`src/rtl/jmp_pkg.sv`:
```
package jmp_pkg;
  localparam int unsigned COND_W = 3;
  localparam int unsigned NCOND  = 1 << COND_W;
  localparam logic [2:0]  JMP_CLASS = 3'b001;

  typedef enum logic [COND_W-1:0] {
    C_ZCLR  = 3'b000,
    C_ZSET  = 3'b001,
    C_CCLR  = 3'b010,
    C_CSET  = 3'b011,
    C_NSET  = 3'b100,
    C_SGE   = 3'b101,
    C_SLT   = 3'b110,
    C_ALWAYS = 3'b111
  } cond_e;

  typedef struct packed {
    logic c;
    logic z;
    logic n;
    logic v;
  } flags_t;

  function automatic logic cond_met(cond_e sel, flags_t f);
    logic r;
    case (sel)
      C_ZCLR:   r = ~f.z;
      C_ZSET:   r = f.z;
      C_CCLR:   r = ~f.c;
      C_CSET:   r = f.c;
      C_NSET:   r = f.n;
      C_SGE:    r = ~(f.n ^ f.v);
      C_SLT:    r = f.n ^ f.v;
      C_ALWAYS: r = 1'b1;
      default:  r = 1'b0;
    endcase
    return r;
  endfunction
endpackage

```
`src/rtl/jmp_decode.sv`:
```
module jmp_decode
  import jmp_pkg::*;
#(
  parameter int unsigned INSTR_W = 16,
  parameter int unsigned OFF_W   = 10
) (
  input  logic [INSTR_W-1:0] instr_i,
  output logic               is_jump_o,
  output cond_e              cond_o,
  output logic [OFF_W-1:0]   offset_o
);
  assign is_jump_o = (instr_i[INSTR_W-1 -: 3] == JMP_CLASS);
  assign cond_o    = cond_e'(instr_i[OFF_W +: COND_W]);
  assign offset_o  = instr_i[OFF_W-1:0];
endmodule

```
`src/rtl/jmp_cond_eval.sv`:
```
module jmp_cond_eval
  import jmp_pkg::*;
(
  input  cond_e  cond_i,
  input  flags_t flags_i,
  output logic   hit_o
);
  logic [NCOND-1:0] hit_vec;

  // every selector evaluated in parallel; late select by the cond field
  for (genvar k = 0; k < NCOND; k++) begin : g_cond
    assign hit_vec[k] = cond_met(cond_e'(COND_W'(k)), flags_i);
  end

  assign hit_o = hit_vec[cond_i];
endmodule

```
`src/rtl/jmp_target_calc.sv`:
```
module jmp_target_calc #(
  parameter int unsigned ADDR_W = 16,
  parameter int unsigned OFF_W  = 10
) (
  input  logic [ADDR_W-1:0] addr_i,
  input  logic [OFF_W-1:0]  offset_i,
  output logic [ADDR_W-1:0] seq_pc_o,
  output logic [ADDR_W-1:0] tgt_pc_o
);
  localparam int unsigned EXT_W = ADDR_W - OFF_W - 1;
  localparam logic [ADDR_W-1:0] STEP = ADDR_W'(2);

  logic [ADDR_W-1:0] disp;

  assign disp     = {{EXT_W{offset_i[OFF_W-1]}}, offset_i, 1'b0};
  assign seq_pc_o = addr_i + STEP;
  assign tgt_pc_o = addr_i + STEP + disp;
endmodule

```
`src/rtl/jmp_unit.sv`:
```
module jmp_unit
  import jmp_pkg::*;
#(
  parameter int unsigned INSTR_W = 16,
  parameter int unsigned ADDR_W  = 16,
  parameter int unsigned OFF_W   = 10
) (
  input  logic               clk_i,
  input  logic               rst_ni,
  input  logic [INSTR_W-1:0] instr_i,
  input  logic [ADDR_W-1:0]  addr_i,
  input  logic               flag_c_i,
  input  logic               flag_z_i,
  input  logic               flag_n_i,
  input  logic               flag_v_i,
  output logic               is_jump_o,
  output logic               taken_o,
  output logic [ADDR_W-1:0]  next_pc_o
);
  logic              dec_jump;
  cond_e             dec_cond;
  logic [OFF_W-1:0]  dec_off;
  logic              cond_hit;
  logic              take_d;
  logic [ADDR_W-1:0] seq_pc;
  logic [ADDR_W-1:0] tgt_pc;
  flags_t            flags;

  assign flags = '{c: flag_c_i, z: flag_z_i, n: flag_n_i, v: flag_v_i};

  jmp_decode #(.INSTR_W(INSTR_W), .OFF_W(OFF_W)) u_dec (
    .instr_i  (instr_i),
    .is_jump_o(dec_jump),
    .cond_o   (dec_cond),
    .offset_o (dec_off)
  );

  jmp_cond_eval u_cond (
    .cond_i (dec_cond),
    .flags_i(flags),
    .hit_o  (cond_hit)
  );

  jmp_target_calc #(.ADDR_W(ADDR_W), .OFF_W(OFF_W)) u_tgt (
    .addr_i  (addr_i),
    .offset_i(dec_off),
    .seq_pc_o(seq_pc),
    .tgt_pc_o(tgt_pc)
  );

  assign take_d = dec_jump & cond_hit;

  always_ff @(posedge clk_i or negedge rst_ni) begin
    if (!rst_ni) begin
      is_jump_o <= 1'b0;
      taken_o   <= 1'b0;
      next_pc_o <= '0;
    end else begin
      is_jump_o <= dec_jump;
      taken_o   <= take_d;
      next_pc_o <= take_d ? tgt_pc : seq_pc;
    end
  end
endmodule

```
`config.mk`:
```
export PLATFORM = sky130hd
export DESIGN_NAME = jmp_unit
export DESIGN_NICKNAME = d
export VERILOG_FILES = /design/src/rtl/jmp_pkg.sv /design/src/rtl/jmp_decode.sv /design/src/rtl/jmp_cond_eval.sv /design/src/rtl/jmp_target_calc.sv /design/src/rtl/jmp_unit.sv
export SDC_FILE = /design/constraint.sdc
export NUM_CORES = 1
export LEC_CHECK = 0
export ABC_AREA = 1
export BUFFER_PORTS_ARGS = -buffer_cell sky130_fd_sc_hd__clkbuf_2
export CAP_MARGIN = 40
export CORE_AREA = 2 2 63 65
export CTS_CLUSTER_SIZE = 28
export DETAILED_ROUTE_END_ITERATION = 10
export DIE_AREA = 0 0 65 67
export PLACE_DENSITY = 0.81
export SKIP_CTS_REPAIR_TIMING = 1
export SLEW_MARGIN = 20
export SYNTH_ARGS = -nofsm -noshare
export SYNTH_HDL_FRONTEND = slang
export SYNTH_SLANG_ARGS = --single-unit
```
`constraint.sdc`:
```
create_clock -name clk_i -period 0.8 [get_ports clk_i]
set_clock_uncertainty 0.1 [all_clocks]
set_input_delay 0.04 -clock clk_i [delete_from_list [all_inputs] [get_ports clk_i]]
set_output_delay 0.04 -clock clk_i [all_outputs]
set_load 0.1 [all_outputs]
```
==> results of run 1 <==
[metrics by stage]
step	setup slack, ns	util (%)
after floorplan	-0.990	-
after global placement	-1.41	85.1
after detailed placement	-1.52	85.1
after CTS	-1.29	86.4
[cells by family after synthesis]
kind of cell | Yosys count
compound gates | 29
xor+xnor | 16
fa+ha+maj | 20
buf+inv | 37
flops | 18
simple gates | 153
==> results.tsv, run 1 <==
stage	metric	value	unit
synthesis	ys_seq_area_share	24.3	%
placed_design	hpwl	4810	um
placed_design	place_area	3070	um2
status	status	aborted with a tool error	
placed_design	dpl.cell_count	426	
synthesis	async_flop_share	100	%
placed_design	port-buffer-count	55	
synthesis	ys_warn_count	0	
synthesis	synth_top_cell_by_area	dfrtp_1	
floorplan	ios	56	
status	failing_step	5_1_grt	
synthesis	synth_top_flop_cell	dfrtp_1	
synthesis	synthXorXnorAreaFrac	7.57	%
timing	crit_endpoint	next_pc_o[15]$_DFF_PN0_/D	
synthesis	synth_edf_count	0	
synthesis	synth-compound-area-share	9.19	%
clock_tree	h-tree-depth	1	
synthesis	yosysTopAreaCellShare	24.3	%
clock_tree	cts_buffer_depth	2	
floorplan	rows	22	
synthesis	synthAdderAreaFrac	13.9	%
clock_tree	cts.sinks	18	
synthesis	synth_top_family_by_area	simple AND/OR/NAND/NOR gates	
synthesis	yosys.cell_count.top_type	nand2_1	
synthesis	syn-num-nets	331	
synthesis	yosysUniqueCellTypes	29	
synthesis	synth_mux_area_share	0	%
timing	worstEpCategory	register input	
synthesis	ys_ff_latch	18	
global_routing	grt_start_max_net_pins	20	
floorplan	fp.dieH	67	um
synthesis	syn_inst	273	
clock_tree	cts-buffers-inserted	3	
synthesis	synth_area	1850	um2
synthesis	syn_area_per_cell	6.78	um2
floorplan	die_width	65	um
placed_design	gp_congestion	1.04	
clock_tree	cts-root-buf	clkbuf_8	
synthesis	synthSimpleGateAreaFrac	36.6	%
synthesis	synth_area_leaders	dfrtp_1 (24%), nand2_1 (19%), ha_1 (13%)	
floorplan	start_util	51.4	%
synthesis	ys_top_cells_by_count	nand2_1 (92), inv_1 (33), nand3_1 (21)	
status	error_line	[ERROR DPL-0038] Utilization greater than 100%, impossible to legalize	
==> run 2, diff against run 1 <==
--- a/config.mk
+++ b/config.mk
@@ -8,11 +8,10 @@
 export ABC_AREA = 1
 export BUFFER_PORTS_ARGS = -buffer_cell sky130_fd_sc_hd__clkbuf_2
 export CAP_MARGIN = 40
-export CORE_AREA = 2 2 63 65
-export CTS_CLUSTER_SIZE = 28
+export CORE_AREA = 2 2 72 74
 export DETAILED_ROUTE_END_ITERATION = 10
-export DIE_AREA = 0 0 65 67
-export PLACE_DENSITY = 0.81
+export DIE_AREA = 0 0 74 76
+export PLACE_DENSITY_LB_ADDON = 0.15
 export SKIP_CTS_REPAIR_TIMING = 1
 export SLEW_MARGIN = 20
 export SYNTH_ARGS = -nofsm -noshare
==> results.tsv, run 2 <==
stage	metric	value	unit
status	status	finished with violations	
status	violations	negative hold slack, negative setup slack	
timing	setup_ws	-1.03	ns
min_path	min_from	instr_i[15]	
timing	max_freq	545	MHz
timing	max_slew_margin	80.6	%
layout	largest_reg_flops	16	
synthesis	syn_inst	273	
floorplan	core	4910	um2
route	drt_iter0_markers	148	
synthesis	synth_area_leaders	dfrtp_1 (24%), nand2_1 (19%), ha_1 (13%)	
layout	drive_gt1_share	68.4	%
synthesis	synth_edf_count	0	
critical_path	criticalPathCategory	input port to register	
min_path	min_path_cells	2	
floorplan	fp.dieH	76	um
synthesis	yosysTopAreaCellShare	24.3	%
placed_design	pre_cts_slack	-1.52	ns
critical_path	cp-start-kind	input port	
run	maxCapViolations	0	
synthesis	synth_top_flop_cell	dfrtp_1	
critical_path	cpPeakStageDelay	0.32	ns
route	dr_total_vias	2304	
floorplan	die-area	5620	um2
placed_design	port-buffer-count	55	
critical_path	critPathArrivalTime	1.90	ns
timing	hold_violations	2	
clock_tree	cts.sinks	18	
placed_design	gp_congestion	0.980	
synthesis	yosysUniqueCellTypes	29	
placed_design	place_area	3160	um2
power	leakage	0.00182	uW
timing	whs	-0.173	ns
synthesis	syn-num-nets	331	
floorplan	ios	56	
critical_path	endpoint_kind	register	
synthesis	ys_seq_area_share	24.3	%
layout	multi_input_area	1910	um2
layout	regArea	472	um2
route	wl_per_cell	14.4	um
route	post-route-drc-count	0	
timing	final_max_slew_viol_count	0	
power	p_total	4900	uW
layout	stdcell_count	475	
placed_design	hpwl	4360	um
clock_tree	cts_tree	yes	
critical_path	cp_cell_sequence	buf_8 -> buf_12 -> ha_4 -> nand3_4 -> nor2_4 -> nand2_2 -> xnor2_2 -> ha_1 -> a21oi_2 -> buf_4 -> o21a_1 -> nand3b_1 -> nand3_2 -> nand2_1	
layout	syn_to_final_growth	111	%
global_routing	grt_pass1_vias	2024	
synthesis	async_flop_share	100	%
floorplan	start_util	37.7	%
synthesis	yosys.cell_count.top_type	nand2_1	
global_routing	grt_first_pass_wirelength	8530	um
min_path	hp-class	input port to register	
global_routing	antenna_found_initial	0	
layout	regMostFlops	next_pc_o	
layout	diodes	0	
critical_path	cp.required	0.87	ns
clock_tree	cts_buffer_depth	2	
layout	reg_top3	next_pc_o (16), is_jump_o (1), taken_o (1)	
synthesis	synth_area	1850	um2
floorplan	die_width	74	um
timing	setup_viol	34	
route	routed_wl	6820	um
clock_tree	cts-buffers-inserted	3	
global_routing	overflow	0	
synthesis	ys_warn_count	0	
clock_tree	h-tree-depth	1	
critical_path	cp_max_fo	3	
layout	layout_commonest_cell	buf_4	
clock_tree	cts-root-buf	clkbuf_8	
critical_path	slowest_stage	ha_1	
layout	fillCellCount	270	
global_routing	grt_use_total	19.2	%
layout	stdcell_area	3910	um2
layout	final_nets	464	
synthesis	ys_ff_latch	18	
power	peakVddDrop	834	uV
route	vias_per_cell	4.85	
layout	final_cell_mix	buf_4 (62), nand2_1 (55), clkbuf_2 (30)	
route	drt_pass1_iterations	4	
synthesis	synth_top_cell_by_area	dfrtp_1	
min_path	whs_endpoint	is_jump_o$_DFF_PN0_	
synthesis	ys_top_cells_by_count	nand2_1 (92), inv_1 (33), nand3_1 (21)	
floorplan	rows	26	
timing	min_period	1.83	ns
synthesis	syn_area_per_cell	6.78	um2
clock_tree	clk_pin_slew	0.07	ns
timing	worstMarginPinSlew	0.292	ns
timing	rsz0062_at_grt	true	
power	power_density	1250	nW/um2
placed_design	dpl.cell_count	453	
global_routing	grt_start_max_net_pins	19	
timing	timing.final.crit_share	229	%
route	ant_nets	0	
[run 2: worst max-delay path: cells and delay by family]
| family | cells | cell delay (ns) |
|---|---|---|
| AO/OA/AOI/OAI | 2 | 0.36 |
| adder cells (fa/ha/maj) | 2 | 0.45 |
| XOR/XNOR | 1 | 0.22 |
| AND/OR/NAND/NOR | 6 | 0.51 |
| buffers and inverters | 3 | 0.33 |
[run 2: cells by family after synthesis]
| family | synth area share [%] |
|---|---|
| flops | 24.3 |
| fa+ha+maj | 13.9 |
| xor+xnor | 7.57 |
| buf+inv | 8.45 |
| simple gates | 36.6 |
| compound gates | 9.19 |
[run 2: worst max-delay path by stage]
stage	startpoint	to	slack (ns)	depth (start not counted)
floorplan	addr_i[1]	next_pc_o[15]$_DFF_PN0_	-0.99	15
CTS	addr_i[1]	next_pc_o[15]$_DFF_PN0_	-1.25	20
global route	addr_i[6]	next_pc_o[14]$_DFF_PN0_	-1.18	15
finish	addr_i[1]	next_pc_o[12]$_DFF_PN0_	-1.03	14
detailed placement	addr_i[1]	next_pc_o[15]$_DFF_PN0_	-1.52	20
global placement	addr_i[1]	next_pc_o[11]$_DFF_PN0_	-1.45	14
[run 2: per-stage QoR]
step	util, %	hold WS [ns]	TNS [ns]
after floorplan	-	-0.356	-11.45
after global placement	64.3	-0.123	-18.06
after detailed placement	64.3	-0.117	-18.45
after CTS	65.5	-0.396	-17.45
after global routing	79.7	-0.165	-17.30
final	79.7	-0.173	-15.54
[run 2: layer usage]
| metal | share of wire (%) | global-route usage [%] | wire, um | up-vias |
|---|---|---|---|---|
| li1 | - | - | - | 1135 |
| met1 | 39 | 24.5 | 2670 | 1068 |
| met2 | 53 | 32.7 | 3600 | 80 |
| met3 | 4.4 | 2.12 | 300 | 21 |
| met4 | 3.6 | 7.27 | 248 | 0 |
| met5 | 0 | 0 | 0 | - |
[run 2: area by class of cell]
type | count | area share, %
timing repair buffer | 129 | 31.5
timing repair inverter | 1 | 0.288
clock buffer | 4 | 1.41
inverter | 35 | 3.61
multi-input combinational | 218 | 48.9
sequential | 18 | 12.1
tap | 70 | 2.24
[run 2: power breakdown]
| part | switching (uW) | internal, uW | total, uW |
|---|---|---|---|
| Clock | 363 | 440 | 803 |
| Sequential | 64.2 | 999 | 1060 |
| Combinational | 1690 | 1340 | 3030 |
| Total | 2120 | 2780 | 4900 |
Power figures use the tool's default switching activity.
==> run 3, diff against run 2 <==
--- a/config.mk
+++ b/config.mk
@@ -8,9 +8,9 @@
 export ABC_AREA = 1
 export BUFFER_PORTS_ARGS = -buffer_cell sky130_fd_sc_hd__clkbuf_2
 export CAP_MARGIN = 40
-export CORE_AREA = 2 2 72 74
+export CORE_AREA = 2 2 80 82
 export DETAILED_ROUTE_END_ITERATION = 10
-export DIE_AREA = 0 0 74 76
+export DIE_AREA = 0 0 82 84
 export PLACE_DENSITY_LB_ADDON = 0.15
 export SKIP_CTS_REPAIR_TIMING = 1
 export SLEW_MARGIN = 20
==> results.tsv, run 3 (synthesis gave the netlist of run 2 again) <==
stage	metric	value	unit
critical_path	criticalPathCategory	input port to register	
global_routing	grt_pass1_vias	2043	
placed_design	gp_congestion	0.899	
floorplan	core	6100	um2
timing	max_slew_margin	73.5	%
global_routing	grt_use_total	16.0	%
layout	drive_gt1_share	68.2	%
power	power_density	1220	nW/um2
route	vias_per_cell	4.66	
global_routing	overflow	0	
floorplan	die-area	6890	um2
clock_tree	cts.sinks	18	
status	status	finished with violations	
timing	timing.final.crit_share	225	%
power	peakVddDrop	897	uV
min_path	hp-class	input port to register	
route	wl_per_cell	12.8	um
global_routing	antenna_found_initial	0	
global_routing	grt_first_pass_wirelength	8820	um
route	post-route-drc-count	0	
layout	largest_reg_flops	16	
timing	worstMarginPinSlew	0.398	ns
clock_tree	cts-buffers-inserted	3	
placed_design	port-buffer-count	55	
route	dr_total_vias	2235	
global_routing	use_met2	26.4	%
timing	max_freq	555	MHz
placed_design	hpwl	4350	um
global_routing	grtUsageMet1	21.7	%
layout	diodes	0	
timing	rsz0062_at_grt	true	
timing	hold_violations	2	
floorplan	rows	29	
clock_tree	cts_buffer_depth	2	
floorplan	start_util	30.4	%
route	ant_nets	0	
floorplan	ios	56	
global_routing	grt.busiest_layer	met2	
status	violations	negative hold slack, negative setup slack	
critical_path	endpoint_kind	register	
timing	setup_tns	-15.38	ns
layout	final_cell_mix	buf_4 (57), nand2_1 (56), clkbuf_2 (30)	
global_routing	use_met3	2.06	%
layout	layout_commonest_cell	buf_4	
clock_tree	cts_tree	yes	
placed_design	place_area	3190	um2
timing	whs	-0.171	ns
run	maxCapViolations	0	
power	leakage	0.00184	uW
timing	setup_ws	-1.00	ns
layout	reg_top3	next_pc_o (16), is_jump_o (1), taken_o (1)	
route	drt_pass1_iterations	4	
route	drt_iter0_markers	98	
layout	regMostFlops	next_pc_o	
route	routed_wl	6130	um
clock_tree	cts-root-buf	clkbuf_8	
critical_path	critPathArrivalTime	1.86	ns
layout	stdcell_area	3950	um2
timing	min_period	1.80	ns
global_routing	grt_start_max_net_pins	19	
layout	final_nets	462	
floorplan	fp.dieH	84	um
timing	setup_viol	34	
clock_tree	clk_pin_slew	0.08	ns
layout	syn_to_final_growth	114	%
timing	final_max_slew_viol_count	0	
critical_path	cp_max_fo	5	
critical_path	cp.required	0.86	ns
placed_design	pre_cts_slack	-1.49	ns
floorplan	die_width	82	um
critical_path	cp-start-kind	input port	
clock_tree	h-tree-depth	1	
## run 3: cell count changes in the layout (fill, tap and decap cells not counted), moves of 2 or more
cell / delta
buf_12: +2
buf_4: -5
inv_1: -2
nand2_4: +2
buf_8: -2
inv_2: +2
nand2_2: -3
nand3_2: -2
## run 3: stage by stage
stage               util [%]  total power (uW)  cells
detailed placement      52.4              3440    460
finish                  64.9              4840    480
CTS                     53.3              4230    464
floorplan                  -              2440    273
global route            64.9              5090    480
global placement        52.4              3420    460
## run 3: final timing paths
| kind | start | to | slack [ns] | cells past startpoint |
|---|---|---|---|---|
| max | addr_i[2] | next_pc_o[15]$_DFF_PN0_ | -1.00 | 19 |
| min | instr_i[15] | is_jump_o$_DFF_PN0_ | -0.17 | 2 |
| max in group asynchronous | rst_ni | next_pc_o[13]$_DFF_PN0_ | 0.30 | 3 |
| min in group asynchronous | rst_ni | next_pc_o[5]$_DFF_PN0_ | 0.14 | 3 |
## run 3: report_power, final
group	switching (uW)	total, uW	leakage [uW]	internal [uW]
Clock	349	788	0.0000288	439
Combinational	1650	2990	0.00162	1350
Sequential	62.8	1060	0.000196	999
## run 3: metal layers
metal	up-vias	share of wire, %
li1	1136	-
met1	1046	43
met2	46	52
met3	7	3.6
met4	0	1.4
met5	-	0
## run 3: final cells by class
class                      count  area, um2
fill                         491       2140
multi-input combinational    218       1930
timing repair buffer         127       1240
sequential                    18        472
inverter                      35        144
tap                           77       96.3
clock buffer                   4       55.1
timing repair inverter         1       11.3
## run 3: critical path, stage by stage
cell and delay, ns:
buf_8 0.08, buf_12 0.10, nand3_4 0.08, nor2_4 0.09, nand2_2 0.07, inv_4 0.08
nand3_2 0.06, xor2_1 0.18, inv_2 0.09, ha_4 0.31, nand2_4 0.08, nor2_4 0.14
nand2_2 0.09, a21oi_2 0.11, nor2_1 0.05, nand3_1 0.06, nand2_1 0.05, nand2_1 0.06
nand2_1 0.04
